## src/rtl/chg_pkg.sv

```systemverilog
package chg_pkg;
  typedef enum logic [1:0] {
    ST_IDLE = 2'b00,
    ST_CHG  = 2'b01,
    ST_DONE = 2'b10
  } chg_state_e;

  typedef enum logic [1:0] {
    MODE_OFF   = 2'b00,
    MODE_SHORT = 2'b01,
    MODE_PRE   = 2'b10,
    MODE_FAST  = 2'b11
  } cur_mode_e;

  localparam logic [1:0] STAT_OFF  = 2'b00;
  localparam logic [1:0] STAT_PRE  = 2'b01;
  localparam logic [1:0] STAT_FAST = 2'b10;
  localparam logic [1:0] STAT_DONE = 2'b11;
endpackage

```

## src/rtl/chg_start_gate.sv

```systemverilog
module chg_start_gate #(
  parameter int ICHG_W = 6
) (
  input  logic              conv_on_i,
  input  logic              sw_en_i,
  input  logic              en_n_i,
  input  logic              tmr_fault_i,
  input  logic              bsw_dis_i,
  input  logic [ICHG_W-1:0] ichg_code_i,
  output logic              start_ok_o
);
  assign start_ok_o = conv_on_i & sw_en_i & ~en_n_i & ~tmr_fault_i
                    & ~bsw_dis_i & (|ichg_code_i);
endmodule

```

## src/rtl/chg_mode_sel.sv

```systemverilog
module chg_mode_sel
  import chg_pkg::*;
#(
  parameter int MV_W     = 16,
  parameter int SHORT_MV = 2000,
  parameter int VLOW0_MV = 2800,
  parameter int VLOW1_MV = 3000
) (
  input  logic            charging_i,
  input  logic [MV_W-1:0] vbat_mv_i,
  input  logic            vlow_sel_i,
  output cur_mode_e       mode_o,
  output logic            below_low_o
);
  logic [MV_W-1:0] vlow_mv;
  logic            below_short;

  assign vlow_mv     = vlow_sel_i ? MV_W'(VLOW1_MV) : MV_W'(VLOW0_MV);
  assign below_short = vbat_mv_i < MV_W'(SHORT_MV);
  assign below_low_o = vbat_mv_i < vlow_mv;

  always_comb begin
    if (!charging_i)      mode_o = MODE_OFF;
    else if (below_short) mode_o = MODE_SHORT;
    else if (below_low_o) mode_o = MODE_PRE;
    else                  mode_o = MODE_FAST;
  end
endmodule

```

## src/rtl/chg_term_qual.sv

```systemverilog
module chg_term_qual #(
  parameter int MV_W         = 16,
  parameter int TERM_SAMPLES = 8,
  parameter int RECH0_MV     = 100,
  parameter int RECH1_MV     = 200
) (
  input  logic            clk_i,
  input  logic            rst_ni,
  input  logic            arm_i,
  input  logic [MV_W-1:0] vbat_mv_i,
  input  logic [MV_W-1:0] ibat_ma_i,
  input  logic [MV_W-1:0] vreg_mv_i,
  input  logic [MV_W-1:0] iterm_ma_i,
  input  logic            rech_sel_i,
  input  logic            term_en_i,
  input  logic            reg_any_i,
  output logic            rech_low_o,
  output logic            term_ok_o
);
  localparam int              CW      = (TERM_SAMPLES > 1) ? $clog2(TERM_SAMPLES) : 1;
  localparam logic [CW-1:0]   CNT_MAX = CW'(TERM_SAMPLES - 1);

  logic [MV_W-1:0] ofs_mv, rech_mv;
  logic            cond;
  logic [CW-1:0]   cnt_q;

  assign ofs_mv     = rech_sel_i ? MV_W'(RECH1_MV) : MV_W'(RECH0_MV);
  assign rech_mv    = (vreg_mv_i > ofs_mv) ? vreg_mv_i - ofs_mv : '0;
  assign rech_low_o = vbat_mv_i < rech_mv;
  assign cond       = term_en_i & ~reg_any_i & (ibat_ma_i < iterm_ma_i)
                    & (vbat_mv_i > rech_mv);

  // consecutive-sample filter; any miss or leaving charge clears it
  always_ff @(posedge clk_i or negedge rst_ni) begin
    if (!rst_ni)                        cnt_q <= '0;
    else if (arm_i && cond) begin
      if (cnt_q != CNT_MAX)             cnt_q <= cnt_q + CW'(1);
    end else                            cnt_q <= '0;
  end

  assign term_ok_o = arm_i & cond & (cnt_q == CNT_MAX);
endmodule

```

## src/rtl/chg_cycle_ctrl.sv

```systemverilog
module chg_cycle_ctrl
  import chg_pkg::*;
#(
  parameter int MV_W         = 16,
  parameter int ICHG_W       = 6,
  parameter int TERM_SAMPLES = 8,
  parameter int SHORT_MV     = 2000,
  parameter int VLOW0_MV     = 2800,
  parameter int VLOW1_MV     = 3000,
  parameter int RECH0_MV     = 100,
  parameter int RECH1_MV     = 200
) (
  input  logic              clk_i,
  input  logic              rst_ni,
  input  logic [MV_W-1:0]   vbat_mv_i,
  input  logic [MV_W-1:0]   ibat_ma_i,
  input  logic [MV_W-1:0]   vreg_mv_i,
  input  logic [MV_W-1:0]   iterm_ma_i,
  input  logic [ICHG_W-1:0] ichg_code_i,
  input  logic              conv_on_i,
  input  logic              sw_en_i,
  input  logic              en_n_i,
  input  logic              tmr_fault_i,
  input  logic              bsw_dis_i,
  input  logic              reg_iin_i,
  input  logic              reg_vin_i,
  input  logic              reg_therm_i,
  input  logic              vlow_sel_i,
  input  logic              rech_sel_i,
  input  logic              term_en_i,
  output logic [1:0]        mode_o,
  output logic [1:0]        stat_o,
  output logic              done_o,
  output logic              bsw_en_o,
  output logic              done_evt_o
);
  chg_state_e state_q, state_d;
  logic       start_ok, below_low, rech_low, term_ok, evt_q;
  cur_mode_e  mode;

  chg_start_gate #(.ICHG_W(ICHG_W)) u_gate (
    .conv_on_i   (conv_on_i),
    .sw_en_i     (sw_en_i),
    .en_n_i      (en_n_i),
    .tmr_fault_i (tmr_fault_i),
    .bsw_dis_i   (bsw_dis_i),
    .ichg_code_i (ichg_code_i),
    .start_ok_o  (start_ok)
  );

  chg_mode_sel #(
    .MV_W(MV_W), .SHORT_MV(SHORT_MV), .VLOW0_MV(VLOW0_MV), .VLOW1_MV(VLOW1_MV)
  ) u_mode (
    .charging_i  (state_q == ST_CHG),
    .vbat_mv_i   (vbat_mv_i),
    .vlow_sel_i  (vlow_sel_i),
    .mode_o      (mode),
    .below_low_o (below_low)
  );

  chg_term_qual #(
    .MV_W(MV_W), .TERM_SAMPLES(TERM_SAMPLES), .RECH0_MV(RECH0_MV), .RECH1_MV(RECH1_MV)
  ) u_term (
    .clk_i      (clk_i),
    .rst_ni     (rst_ni),
    .arm_i      (state_q == ST_CHG),
    .vbat_mv_i  (vbat_mv_i),
    .ibat_ma_i  (ibat_ma_i),
    .vreg_mv_i  (vreg_mv_i),
    .iterm_ma_i (iterm_ma_i),
    .rech_sel_i (rech_sel_i),
    .term_en_i  (term_en_i),
    .reg_any_i  (reg_iin_i | reg_vin_i | reg_therm_i),
    .rech_low_o (rech_low),
    .term_ok_o  (term_ok)
  );

  always_comb begin
    state_d = state_q;
    if (!start_ok) state_d = ST_IDLE;
    else begin
      unique case (state_q)
        ST_IDLE: state_d = ST_CHG;
        ST_CHG:  if (term_ok)  state_d = ST_DONE;
        ST_DONE: if (rech_low) state_d = ST_CHG;
        default: state_d = ST_IDLE;
      endcase
    end
  end

  always_ff @(posedge clk_i or negedge rst_ni) begin
    if (!rst_ni) begin
      state_q <= ST_IDLE;
      evt_q   <= 1'b0;
    end else begin
      state_q <= state_d;
      evt_q   <= (state_q == ST_CHG) && (state_d == ST_DONE);
    end
  end

  always_comb begin
    unique case (state_q)
      ST_CHG:  stat_o = below_low ? STAT_PRE : STAT_FAST;
      ST_DONE: stat_o = STAT_DONE;
      default: stat_o = STAT_OFF;
    endcase
  end

  assign mode_o     = mode;
  assign done_o     = (state_q == ST_DONE);
  assign bsw_en_o   = ~bsw_dis_i & (state_q != ST_DONE);
  assign done_evt_o = evt_q;
endmodule

```

## config.mk

```make
export PLATFORM = sky130hd
export DESIGN_NAME = chg_cycle_ctrl
export DESIGN_NICKNAME = d
export VERILOG_FILES = /design/src/rtl/chg_pkg.sv /design/src/rtl/chg_start_gate.sv /design/src/rtl/chg_mode_sel.sv /design/src/rtl/chg_term_qual.sv /design/src/rtl/chg_cycle_ctrl.sv
export SDC_FILE = /design/constraint.sdc
export NUM_CORES = 1
export LEC_CHECK = 0
export ABC_AREA = 1
export BUFFER_PORTS_ARGS = -buffer_cell sky130_fd_sc_hd__buf_2
export CAP_MARGIN = 20
export CORE_ASPECT_RATIO = 1.1
export CORE_MARGIN = 5
export CORE_UTILIZATION = 30
export CTS_CLUSTER_DIAMETER = 80
export DETAILED_ROUTE_END_ITERATION = 16
export PLACE_DENSITY = 0.63
export SLEW_MARGIN = 20
export SYNTH_ARGS = -nofsm -noshare
export SYNTH_HDL_FRONTEND = slang
export SYNTH_SLANG_ARGS = --single-unit
```

## constraint.sdc

```tcl
create_clock -name clk_i -period 1.5 [get_ports clk_i]
set_input_delay 0.225 -clock clk_i [delete_from_list [all_inputs] [get_ports clk_i]]
set_output_delay 0.225 -clock clk_i [all_outputs]
set_load 0.05 [all_outputs]
```

==> impl_metrics.tcl <==
set metrics [dict create \
    grt_pass1_vias 2297 \
    regArea_um2 150 \
    worst_slack_ns -1.25 \
    fin_util 0.557 \
    grt_pass1_wl_um 9460 \
    leakage_uw 0.00180 \
    syn_avg_cell_area_um2 6.18 \
    syn_inst 288 \
    synth_top_area_frac 0.302 \
    rsz0062_at_grt "true" \
    period_needed_ns 2.75 \
    clk_path_buf_depth 2 \
    synth-edff-count 0 \
    ioPinCount 90 \
    critPathKind "input port to register" \
    yosys.area.top_type "ha_1" \
    grt-ovfl-total 0 \
    vdd_drop_max_v 0.000363 \
    synthMostInstantiatedCell "nand2_1" \
    io_buffers 89 \
    final_hold_viol_count 0 \
    synthDistinctLibCells 32 \
    initial_core_util 0.309 \
    synthToLayoutAreaGrowth_pct 80.6 \
    die_h_um 90.8 \
    max_freq_mhz 364 \
    clk_latency_ns 0.22 \
    antennaDiodeCount 0 \
    synth_fp_nets 415 \
    wl_um 5920 \
    globalplace.congestion 0.858 \
    fill_cells 547 \
    min_path_type "input port to asynchronous set/reset pin" \
    numCtsBuffers 3 \
    synth_ff_type "dfrtp_1" \
    grt_use_total 0.146 \
    tritoncts "yes" \
    relSlewSlack 0.739 \
    cts-root-buf "clkbuf_8" \
    htreeDepth 1 \
    clk_pin_slew_worst_paths_ns 0.04 \
    multiInputGateArea_um2 1650 \
    routedWlPerCell_um 11.4 \
    die_w_um 83.5 \
    antenna_found_initial 0 \
    core_um2 5770 \
    vias_per_cell 4.53 \
    drive_above_1_share 0.458 \
    cp_max_fo 6 \
    dieArea_um2 7580 \
    setup_viol 12 \
    yosysWarnings 0 \
    violations "setup timing" \
    status "complete, but fails checks" \
    whs_ns 0.355 \
    place_hpwl_um 4920 \
    endpoint_kind "register" \
    fin_nets 572 \
    drt_iter0_drc 42 \
    worstMarginPinSlew_ns 0.388 \
    cellPowerDensity_nw_per_um2 342 \
    vias 2355 \
    cap_violations 0 \
    cts_num_sinks 6 \
    fin_worst_skew_ns 0.00111 \
    synth_area_leaders "ha_1 30%, nand2_1 14%, inv_1 11%" \
    drtAntennaViolNets 0 \
    synth_async_sr_flop_share 1.00 \
    synth_seq_cells 6 \
    grt_start_max_net_pins 7 \
    dr.pass1.iters 4 \
    cp_data_arrival_time_ns 2.90 \
    slew_viol_final 0 \
    rows 29 \
    cp-start-kind "input port" \
    synth_commonest_cells "65 x nand2_1, 53 x inv_1, 43 x ha_1" \
    required_ns 1.65 \
    drc 0 \
    syn-cell-area_um2 1780 \
    ys_seq_area_frac 0.0843 \
    period_share 1.83 \
]
==> cell type report <==
cell class | instances | area share
well taps | 77 | 0.0300
flip-flops and latches | 6 | 0.0467
clock buffers | 3 | 0.0128
repair buffers | 153 | 0.325
inverters | 56 | 0.0739
multi-input cells | 225 | 0.512
==> power breakdown <==
part / leakage (uW) / internal [uW] / switching (uW)
Combinational: 0.00169 / 364 / 334
Clock: 0.0000216 / 172 / 65.2
Sequential: 0.0000838 / 163 / 0.828
==> per-stage QoR <==
step	worst slack (ns)	TNS (ns)	total power (uW)	instance area [um^2]	cells
after floorplan	-1.08	-6.02	483	1860	288
after global placement	-1.52	-9.37	771	2780	504
after detailed placement	-1.60	-9.80	785	2780	504
after CTS	-1.23	-7.48	1070	3090	515
after global routing	-1.48	-9.20	1210	3220	520
final	-1.25	-7.62	1100	3220	520
==> layout by cell type (no fill, tap or decap), drive strengths merged, types with 2 or more instances in the layout <==
| cell type | synthesis | layout |
|---|---|---|
| a21boi | 2 | 2 |
| a21oi | 20 | 20 |
| buf | 1 | 152 |
| clkbuf | 0 | 3 |
| dfrtp | 6 | 6 |
| ha | 43 | 43 |
| inv | 56 | 56 |
| mux2i | 2 | 2 |
| nand2 | 66 | 66 |
| nand3 | 17 | 17 |
| nand4 | 9 | 9 |
| nor2 | 38 | 38 |
| nor3 | 3 | 3 |
| nor3b | 2 | 2 |
| nor4 | 2 | 2 |
| o21ai | 10 | 10 |
| or2 | 3 | 3 |
==> final timing paths <==
path / endpoint / slack [ns] / from / depth (start not counted)
setup reg to reg: done_evt_o / -0.22 / state_q[1] / 9
setup / recovery: done_evt_o / -1.25 / rech_sel_i / 24
hold reg to reg: u_term.cnt_q[1] / 0.56 / u_term.cnt_q[1] / 2
min in group clk_i: state_q[1] / 0.52 / tmr_fault_i / 7
max in group asynchronous: u_term.cnt_q[0] / 1.00 / rst_ni / 2
hold / removal: state_q[0] / 0.36 / rst_ni / 2
==> critical path, cell delays in order <==
cell and delay, ns:
buf_12 0.09, inv_12 0.03, ha_4 0.14, inv_2 0.05, fa_2 0.22, nor2_4 0.05, o21ai_2 0.13, nand2_2 0.09
o21ai_4 0.14, inv_2 0.07, o21ai_4 0.18, inv_4 0.08, or2_1 0.22, ha_1 0.26, nand2_1 0.07, nor2_1 0.05
and2_1 0.14, nand2_1 0.08, nand2_1 0.07, nor2_2 0.12, nand4_1 0.13, nand2_1 0.09, nand2_1 0.06, nor2_1 0.10
==> cells by family after synthesis <==
family | Yosys count | share of synthesized area
AO/OA/AOI/OAI | 36 | 0.121
XOR/XNOR | 1 | 0.00492
adder cells (fa/ha/maj) | 44 | 0.313
buffers and inverters | 57 | 0.122
flip-flops | 6 | 0.0843
multiplexers | 2 | 0.0112
AND/OR/NAND/NOR | 142 | 0.343
==> state kept, by name, summed over array words and instances (netlist names) <==
name	flops
done_evt_o	1
state_q	2
u_term.cnt_q	3
==> metal layers <==
metal,up-vias,share of wire,track usage
met5,-,0,0
met4,0,0.013,0.0416
met3,6,0.050,0.0192
met2,61,0.51,0.270
met1,1031,0.43,0.175
li1,1257,-,-
==> what timing repair did <==
item,CTS,global route
hold buffers,1,0
gates resized for setup,57,16
setup endpoints to repair,12,12
endpoints found under the hold margin,6,0
pin swaps,13,12
buffers inserted,7,5
No activity file was read; power rests on OpenSTA's default activity.
